[src/rtl/bitplane_raster_pkg.sv]
package bitplane_raster_pkg;
  localparam int MODE_W = 3;
  typedef enum logic [MODE_W-1:0] {
    MODE_1BPP = 3'd0,
    MODE_2BPP = 3'd1,
    MODE_4BPP = 3'd2,
    MODE_8BPP = 3'd3
  } pix_mode_e;
endpackage

[src/rtl/bitplane_raster_field_sel.sv]
// Extracts, for every field width 2**k, the field addressed by x (MSB first).
module bitplane_raster_field_sel #(
  parameter int DATA_W = 8,
  parameter int IDX_W  = 8,
  parameter int SEL_W  = $clog2(DATA_W)
) (
  input  logic [SEL_W-1:0]  xsel_i,
  input  logic [DATA_W-1:0] data_i,
  output logic [IDX_W-1:0]  fld_o [SEL_W+1]
);
  for (genvar k = 0; k <= SEL_W; k++) begin : g_width
    localparam int BPP = 1 << k;
    if (k == SEL_W) begin : g_full
      assign fld_o[k] = IDX_W'(data_i);
    end else begin : g_part
      logic [SEL_W-k-1:0] pos;
      logic [DATA_W-1:0]  sh;
      assign pos      = ~xsel_i[SEL_W-1:k];  // leftmost pixel in top field
      assign sh       = data_i >> (SEL_W'(pos) << k);
      assign fld_o[k] = IDX_W'(sh[BPP-1:0]);
    end
  end
endmodule

[src/rtl/bitplane_raster_mode_mux.sv]
module bitplane_raster_mode_mux
  import bitplane_raster_pkg::*;
#(
  parameter int IDX_W = 8,
  parameter int SEL_W = 3
) (
  input  logic [MODE_W-1:0] mode_i,
  input  logic [IDX_W-1:0]  fld_i [SEL_W+1],
  input  logic [IDX_W-1:0]  fg_i,
  input  logic [IDX_W-1:0]  bg_i,
  output logic [IDX_W-1:0]  idx_o
);
  always_comb begin
    idx_o = bg_i;
    if (mode_i == MODE_1BPP) begin
      idx_o = fld_i[0][0] ? fg_i : bg_i;
    end else begin
      for (int k = 1; k <= SEL_W; k++) begin
        if (int'(mode_i) == k) idx_o = fld_i[k];
      end
    end
  end
endmodule

[src/rtl/bitplane_raster_out_reg.sv]
module bitplane_raster_out_reg #(
  parameter int IDX_W = 8
) (
  input  logic             clk_i,
  input  logic             rst_ni,
  input  logic             en_i,
  input  logic [IDX_W-1:0] idx_i,
  output logic [IDX_W-1:0] pix_o
);
  logic             en_q;
  logic [IDX_W-1:0] idx_q;

  always_ff @(posedge clk_i or negedge rst_ni) begin
    if (!rst_ni) begin
      en_q  <= 1'b0;
      idx_q <= '0;
    end else begin
      en_q  <= en_i;
      idx_q <= idx_i;
    end
  end

  assign pix_o = en_q ? idx_q : '0;
endmodule

[src/rtl/bitplane_raster.sv]
module bitplane_raster
  import bitplane_raster_pkg::*;
#(
  parameter int X_W    = 12,
  parameter int DATA_W = 8,
  parameter int IDX_W  = 8
) (
  input  logic              clk_i,
  input  logic              rst_ni,
  input  logic [X_W-1:0]    x_i,
  input  logic [DATA_W-1:0] data_i,
  input  logic [MODE_W-1:0] mode_i,
  input  logic [IDX_W-1:0]  fg_i,
  input  logic [IDX_W-1:0]  bg_i,
  input  logic              pix_en_i,
  output logic [IDX_W-1:0]  pix_o
);
  localparam int SEL_W = $clog2(DATA_W);

  logic [IDX_W-1:0] fld [SEL_W+1];
  logic [IDX_W-1:0] idx;

  // same-cycle x: no register ahead of selection
  bitplane_raster_field_sel #(.DATA_W(DATA_W), .IDX_W(IDX_W), .SEL_W(SEL_W)) u_sel (
    .xsel_i (x_i[SEL_W-1:0]),
    .data_i (data_i),
    .fld_o  (fld)
  );

  bitplane_raster_mode_mux #(.IDX_W(IDX_W), .SEL_W(SEL_W)) u_mux (
    .mode_i (mode_i),
    .fld_i  (fld),
    .fg_i   (fg_i),
    .bg_i   (bg_i),
    .idx_o  (idx)
  );

  bitplane_raster_out_reg #(.IDX_W(IDX_W)) u_out (
    .clk_i  (clk_i),
    .rst_ni (rst_ni),
    .en_i   (pix_en_i),
    .idx_i  (idx),
    .pix_o  (pix_o)
  );
endmodule

[config.mk]
export PLATFORM = sky130hd
export DESIGN_NAME = bitplane_raster
export DESIGN_NICKNAME = d
export VERILOG_FILES = /design/src/rtl/bitplane_raster_pkg.sv /design/src/rtl/bitplane_raster_field_sel.sv /design/src/rtl/bitplane_raster_mode_mux.sv /design/src/rtl/bitplane_raster_out_reg.sv /design/src/rtl/bitplane_raster.sv
export SDC_FILE = /design/constraint.sdc
export NUM_CORES = 1
export LEC_CHECK = 0
export ABC_AREA = 0
export BUFFER_PORTS_ARGS = -buffer_cell sky130_fd_sc_hd__buf_2
export CAP_MARGIN = 20
export CORE_ASPECT_RATIO = 0.8
export CORE_UTILIZATION = 40
export DETAILED_ROUTE_END_ITERATION = 8
export PLACE_DENSITY = 0.71
export SYNTH_ARGS = -nofsm -noshare
export SYNTH_HDL_FRONTEND = slang
export SYNTH_HIERARCHICAL = 1
export SYNTH_SLANG_ARGS = --single-unit
[constraint.sdc]
create_clock -name clk_i -period 0.8 [get_ports clk_i]
set_input_delay 0.04 -clock clk_i [delete_from_list [all_inputs] [get_ports clk_i]]
set_output_delay 0.04 -clock clk_i [all_outputs]
set_load 0.005 [all_outputs]
==> impl_metrics.env, run 1 <==
export IMPL_status="finished, violations left"
export IMPL_violations="negative setup slack"
export IMPL_start_kind="primary input"
export IMPL_fillers=154
export IMPL_relSlewSlack_pct=65.7
export IMPL_worstSetupPathType="in -> reg"
export IMPL_place_area_um2=1120
export IMPL_fin_ws_ns=-0.503
export IMPL_clk_pin_slew_ns=0.06
export IMPL_final_area_um2=1290
export IMPL_grt_antenna_before_repair=0
export IMPL_wire_per_inst_um=13.3
export IMPL_die_area_um2=2440
export IMPL_rows=14
export IMPL_core_area_um2=2000
export IMPL_ant_nets=0
export IMPL_numCtsBuffers=3
export IMPL_pre_cts_ws_ns=-0.849
export IMPL_grt_max_degree=13
export IMPL_antenna_cells=0
export IMPL_rsz0062_at_grt="true"
export IMPL_drv_slew=0
export IMPL_synthToLayoutAreaGrowth_pct=43.1
export IMPL_min_period_ns=1.30
export IMPL_p_per_area_nw_per_um2=1130
export IMPL_ir_drop_mv=0.991
export IMPL_end_kind="register"
export IMPL_gp_congestion=0.768
export IMPL_h_tree_depth=1
export IMPL_max_clock_path_buffers=2
export IMPL_die_h_um=44.4
export IMPL_syn_area_um2=900
export IMPL_drt_total_wl_mm=2.20
export IMPL_post_route_period_util_pct=163
export IMPL_crit_required_ns=0.94
export IMPL_initial_core_util_pct=45.1
export IMPL_setup_violations=16
export IMPL_cts_tree="yes"
export IMPL_viasPerCell=4.85
export IMPL_synth_avg_cell_area_um2=10.3
export IMPL_cap_violations=0
export IMPL_hold_viol_final=0
export IMPL_grt_pass1_wl_mm=3.29
export IMPL_grt_usage_pct=19.4
export IMPL_fmax_mhz=768
export IMPL_ys_warn_count=6
export IMPL_io_pins=50
export IMPL_drc=0
export IMPL_port_buffers=40
export IMPL_nets=184
export IMPL_cts_root_buf="clkbuf_4"
export IMPL_critPathArrivalTime_ns=1.45
export IMPL_hpwl_mm=1.71
export IMPL_first_pass_iters=4
export IMPL_holdWs_ns=0.0315
export IMPL_power_leakage_uw=0.000631
export IMPL_grt_remaining_overflow=0
export IMPL_drive_gt1_share_pct=63.1
export IMPL_clock_sinks=9
export IMPL_path_max_fanout=5
export IMPL_tightest_slew_ns=0.512
export IMPL_syn_inst=87
export IMPL_dr_first_iter_drc_count=16
export IMPL_min_path_type="in -> reg"
export IMPL_grt_pass1_vias=777
export IMPL_fp_dieW_um=55.0
export IMPL_vias=801
==> critical path: stages <==
cell	delay, ns
buf_12	0.08
mux4_2	0.51
mux2_4	0.30
nor3_4	0.17
nor2_4	0.08
o221a_2	0.27
==> cells in the final DEF (no fill, tap or decap), types with 3 or more instances in the layout <==
| cell type | count |
|---|---|
| buf_2 | 31 |
| buf_4 | 21 |
| conb_1 | 10 |
| buf_6 | 8 |
| dfrtp_1 | 8 |
| and2_4 | 7 |
| nand2b_1 | 6 |
| mux2_2 | 6 |
| mux2i_1 | 5 |
| a2bb2oi_1 | 5 |
| o221a_2 | 5 |
| clkbuf_4 | 3 |
| a22oi_1 | 3 |
| nand2_1 | 3 |
| o21ai_0 | 3 |
| o211ai_1 | 3 |
==> power breakdown <==
part	total, uW	switching (uW)	internal (uW)
logic	591	215	375
registers	520	19.0	502
clock network	347	155	192
==> state kept, by name, summed over array words and instances (netlist names) <==
| register | flops |
|---|---|
| u_out/en_q | 1 |
| u_out/idx_q | 8 |
==> area by class of cell <==
type | instances | area (um2) | share of cell area [%]
multi-input combinational | 65 | 562 | 43.6
timing repair buffer | 63 | 443 | 34.4
sequential | 9 | 226 | 17.6
tap | 24 | 30.0 | 2.33
clock buffer | 4 | 26.3 | 2.04
==> metal layers <==
metal,GRT usage [%],vias up,part of all wire [%]
met2,35.9,28,53
met1,23.3,369,42
met4,2.00,0,0
met3,4.12,0,4.8
li1,-,404,-
met5,0,-,0
==> what timing repair did <==
action                                  4_1_cts  5_1_grt
setup buffers                                 2        2
pin swaps                                     2        1
endpoints found under the hold margin        10        0
hold buffers                                  2        0
endpoints found under the setup margin       16       16
gates resized for setup                       4       17
==> through the flow <==
step / setup TNS, ns / util [%] / std cells / total power, uW
after CTS: -5.68 / 60.0 / 163 / 1380
final: -5.57 / 64.5 / 165 / 1460
after floorplan: -5.24 / - / 96 / 849
after global routing: -6.20 / 64.5 / 165 / 1550
after detailed placement: -6.48 / 56.2 / 155 / 1010
after global placement: -6.04 / 56.2 / 155 / 990
==> final timing paths <==
path	startpoint	end	cells past startpoint
setup / recovery	x_i[2]	u_out/idx_q[1]	6
max in group asynchronous	rst_ni	u_out/en_q	2
hold / removal	fg_i[5]	u_out/idx_q[5]	3
min in group asynchronous	rst_ni	u_out/idx_q[6]	2
Note: power is estimated with default switching activity, not from simulation.
==> run 2: changes to the inputs <==
--- a/config.mk
+++ b/config.mk
@@ -8,7 +8,6 @@
 export ABC_AREA = 0
 export BUFFER_PORTS_ARGS = -buffer_cell sky130_fd_sc_hd__buf_2
 export CAP_MARGIN = 20
-export CORE_ASPECT_RATIO = 0.8
 export CORE_UTILIZATION = 40
 export DETAILED_ROUTE_END_ITERATION = 8
 export PLACE_DENSITY = 0.71
==> impl_metrics.env, run 2 (synthesis gave the netlist of run 1 again) <==
export IMPL_fillers=193
export IMPL_drv_slew=0
export IMPL_antenna_cells=0
export IMPL_wire_per_inst_um=11.6
export IMPL_grt_antenna_before_repair=0
export IMPL_cts_tree="yes"
export IMPL_layout_common_cells="buf_2, buf_4, conb_1"
export IMPL_post_cts_setup_buffers=0
export IMPL_post_route_period_util_pct=162
export IMPL_drc=0
export IMPL_min_path_type="in -> reg"
export IMPL_max_clock_path_buffers=2
export IMPL_cts_root_buf="clkbuf_4"
export IMPL_pre_cts_ws_ns=-0.833
export IMPL_min_path_cells=3
export IMPL_grt_pass1_vias=800
export IMPL_viasPerCell=4.83
export IMPL_grt_max_degree=13
export IMPL_min_from="fg_i[6]"
export IMPL_dr_first_iter_drc_count=7
export IMPL_ant_nets=0
export IMPL_p_per_area_nw_per_um2=1120
export IMPL_setup_violations=16
export IMPL_core_area_um2=2040
export IMPL_vias=801
export IMPL_fmax_mhz=770
export IMPL_io_pins=50
export IMPL_worstSetupPathType="in -> reg"
export IMPL_gp_congestion=0.752
export IMPL_reg_top3="u_out/idx_q x8, u_out/en_q x1"
export IMPL_multiInputGateArea_um2=544
export IMPL_clk_pin_slew_ns=0.06
export IMPL_die_h_um=49.4
export IMPL_whs_endpoint="u_out/idx_q[6]"
export IMPL_violations="negative setup slack"
export IMPL_rows=16
export IMPL_finalSetupTns_ns=-5.40
export IMPL_power_leakage_uw=0.000596
export IMPL_cap_violations=0
export IMPL_nets=182
export IMPL_numCtsBuffers=3
export IMPL_drt_total_wl_mm=1.93
export IMPL_clock_sinks=9
export IMPL_top_register="u_out/idx_q"
export IMPL_initial_core_util_pct=44.1
export IMPL_rsz0062_at_grt="true"
export IMPL_final_common_cell="buf_2"
export IMPL_die_area_um2=2440
export IMPL_status="finished, violations left"
export IMPL_path_max_fanout=5
export IMPL_end_kind="register"
export IMPL_min_period_ns=1.30
export IMPL_ir_drop_mv=0.538
export IMPL_fin_ws_ns=-0.498
export IMPL_start_kind="primary input"
export IMPL_hpwl_mm=1.68
export IMPL_crit_required_ns=0.94
export IMPL_hold_viol_final=0
export IMPL_critPathArrivalTime_ns=1.44
export IMPL_grt_pass1_wl_mm=3.19
export IMPL_synthToLayoutAreaGrowth_pct=33.7
export IMPL_h_tree_depth=1
export IMPL_final_seq_area_um2=225
export IMPL_first_pass_iters=4
export IMPL_grt_usage_pct=17.4
export IMPL_fp_dieW_um=49.4
export IMPL_drive_gt1_share_pct=56.8
export IMPL_largest_reg_flops=8
export IMPL_grt_remaining_overflow=0
export IMPL_port_buffers=40
## run 2: worst max path at each step
stage | endpoint | from | cells past startpoint
2_1_floorplan | u_out/idx_q[0] | x_i[2] | 6
3_3_place_gp | u_out/idx_q[4] | x_i[2] | 6
3_5_place_dp | u_out/idx_q[0] | x_i[2] | 6
4_1_cts | u_out/idx_q[0] | x_i[2] | 6
5_1_grt | u_out/idx_q[0] | x_i[2] | 6
6_report | u_out/idx_q[0] | x_i[2] | 6
## run 2: power by group
| group | internal [uW] | switching, uW | leakage (uW) |
|---|---|---|---|
| Sequential | 501 | 11.7 | 0.000104 |
| Combinational | 307 | 200 | 0.000477 |
| Clock | 191 | 142 | 0.0000150 |
| Total | 999 | 354 | 0.000596 |
## run 2: per-stage QoR
stage                     power [uW]  utilization (%)  hold slack (ns)  instance area [um2]  std cells
after floorplan                  849                -           -0.256                  941         96
after global placement           994             55.9           -0.108                 1140        160
after detailed placement        1010             55.9           -0.113                 1140        160
after CTS                       1370             58.9           0.0256                 1200        166
after global routing            1440             58.9           0.0281                 1200        166
final                           1350             58.9           0.0308                 1200        166
## run 2: worst max-delay path, stage by stage
cell	delay, ns
buf_8	0.08
mux4_2	0.50
mux2_4	0.31
nor3_4	0.17
nor2_4	0.08
o221a_2	0.27
## run 2: what timing repair did
item,in CTS,in global routing
pin swaps,2,1
endpoints found under the setup margin,16,16
hold buffers,2,0
endpoints found under the hold margin,10,0
resized for setup,4,0
## run 2: cell type report
class                   instances  area share (%)
clock buffers                   4            2.19
well taps                      27            2.81
flip-flops and latches          9            18.7
repair buffers                 61            31.0
multi-input cells              65            45.3
## run 2: per-layer routing
metal	GRT usage (%)	vias to the layer above	share of wire, %
met2	31.1	39	51
met3	2.80	8	5.3
met4	11.9	0	3.1
met5	0	-	0
met1	18.6	359	41
li1	-	395	-
==> run 3: changes to the inputs <==
--- a/config.mk
+++ b/config.mk
@@ -10,7 +10,7 @@
 export CAP_MARGIN = 20
 export CORE_UTILIZATION = 40
 export DETAILED_ROUTE_END_ITERATION = 8
-export PLACE_DENSITY = 0.71
+export PLACE_DENSITY_LB_ADDON = 0.08
 export SYNTH_ARGS = -nofsm -noshare
 export SYNTH_HDL_FRONTEND = slang
 export SYNTH_HIERARCHICAL = 1
==> constraint.sdc (replaced) <==
create_clock -name clk_i -period 0.8 [get_ports clk_i]
set_input_delay 0.04 -clock clk_i [delete_from_list [all_inputs] [get_ports clk_i]]
set_output_delay 0.04 -clock clk_i [all_outputs]
set_load 0.05 [all_outputs]
==> impl_metrics.env, run 3 (synthesis gave the netlist of run 1 again) <==
export IMPL_min_period_ns=1.30
export IMPL_grt_pass1_vias=820
export IMPL_totalPowerFinal_uw=1610
export IMPL_clock_sinks=9
export IMPL_gp_congestion=0.696
export IMPL_numCtsBuffers=3
export IMPL_first_pass_iters=4
export IMPL_dr_first_iter_drc_count=10
export IMPL_hpwl_mm=1.51
export IMPL_power_share_clock_pct=20.0
export IMPL_drt_total_wl_mm=1.93
export IMPL_antenna_cells=0
export IMPL_intPower_uw=1120
export IMPL_layout_common_cells="buf_2, buf_4, conb_1"
export IMPL_end_kind="register"
export IMPL_grt_remaining_overflow=0
export IMPL_cts_tree="yes"
export IMPL_violations="negative setup slack"
export IMPL_crit_chain="buf_8, mux4_2, mux2_4, nor3_4, nor2_4, o221a_2"
export IMPL_share_comb_of_total_power_pct=47.6
export IMPL_post_route_period_util_pct=163
export IMPL_crit_path_max_incr_delay_ns=0.50
export IMPL_min_path_type="in -> reg"
export IMPL_fin_ws_ns=-0.502
export IMPL_vias=786
export IMPL_switchingPower_uw=484
export IMPL_setup_violations=16
export IMPL_utilization_pct=66.0
export IMPL_critPathSlowestCell="mux4_2"
export IMPL_swShare_pct=30.1
export IMPL_grt_antenna_before_repair=0
export IMPL_cts_root_buf="clkbuf_4"
export IMPL_drv_slew=0
export IMPL_die_h_um=49.4
export IMPL_clk_pin_slew_ns=0.05
export IMPL_drive_gt1_share_pct=65.0
export IMPL_start_kind="primary input"
export IMPL_largest_reg_flops=8
export IMPL_critPathArrivalTime_ns=1.44
export IMPL_initial_core_util_pct=44.1
export IMPL_ir_drop_mv=0.768
export IMPL_core_area_um2=2040
export IMPL_status="finished, violations left"
export IMPL_rows=16
export IMPL_drc=0
export IMPL_rsz0062_at_grt="true"
export IMPL_hold_viol_final=0
export IMPL_max_clock_path_buffers=2
export IMPL_top_register="u_out/idx_q"
export IMPL_h_tree_depth=1
export IMPL_grt_usage_pct=18.3
export IMPL_power_leakage_uw=0.000654
export IMPL_nets=186
export IMPL_port_buffers=40
export IMPL_fmax_mhz=768
export IMPL_final_common_cell="buf_2"
export IMPL_grt_max_degree=13
export IMPL_ant_nets=0
export IMPL_path_max_fanout=5
export IMPL_grt_pass1_wl_mm=3.40
export IMPL_pre_cts_ws_ns=-0.825
export IMPL_fp_dieW_um=49.4
export IMPL_reg_top3="u_out/idx_q x8, u_out/en_q x1"
export IMPL_viasPerCell=4.62
export IMPL_die_area_um2=2440
export IMPL_power_frac_seq_pct=32.5
export IMPL_crit_required_ns=0.93
export IMPL_cap_violations=0
export IMPL_p_per_area_nw_per_um2=1190
export IMPL_synthToLayoutAreaGrowth_pct=49.8
export IMPL_io_pins=50
export IMPL_worstSetupPathType="in -> reg"
export IMPL_wire_per_inst_um=11.4
==> run 3: metal layers <==
metal  up-vias  routed length, um  global-route usage (%)
met5         -                  0                       0
met4         0                 12                    8.10
met3         2                 96                    3.12
met2        29               1080                    36.8
met1       352                743                    17.7
li1        403                  -                       -
==> run 3: final timing paths <==
path	cells past startpoint	slack (ns)	startpoint	to
max	6	-0.50	x_i[2]	u_out/idx_q[7]
min	3	0.02	fg_i[5]	u_out/idx_q[5]
max in group asynchronous	2	0.45	rst_ni	u_out/en_q
min in group asynchronous	2	0.16	rst_ni	u_out/idx_q[3]
==> run 3: area by class of cell <==
cell class / instances / area (um2)
fillers: 177 / 694
multi-input cells: 65 / 568
repair buffers: 65 / 493
flip-flops and latches: 9 / 226
well taps: 27 / 33.8
clock buffers: 4 / 26.3
==> run 3: metrics by stage <==
stage               setup TNS, ns  std cells  hold WS, ns  area, um2
floorplan                   -5.24         96       -0.256        951
global placement            -6.33        160       -0.109       1150
detailed placement          -6.68        160       -0.105       1150
CTS                         -5.75        169       0.0162       1330
global route                -6.44        170       0.0329       1350
finish                      -5.74        170       0.0217       1350
==> run 3: worst max-delay path, delay by kind of cell <==
kind | cells | cell delay, ns
compound gates | 1 | 0.26
buf+inv | 1 | 0.08
mux | 2 | 0.81
simple gates | 2 | 0.25
==> run 3: what timing repair did <==
| item | CTS | global route |
|---|---|---|
| endpoints found under the setup margin | 16 | 16 |
| gates resized for setup | 40 | 1 |
| hold buffers | 2 | 0 |
| endpoints found under the hold margin | 10 | 0 |
| pin swaps | 4 | 1 |
| setup buffers | 3 | 1 |
==> run 3: power groups by stage <==
stage          registers, uW  logic [uW]  clock network, uW
2_1_floorplan            516         456                  0
3_3_place_gp             519         600                  0
3_5_place_dp             520         608                  0
4_1_cts                  517         752                343
5_1_grt                  525         820                376
6_report                 522         764                321
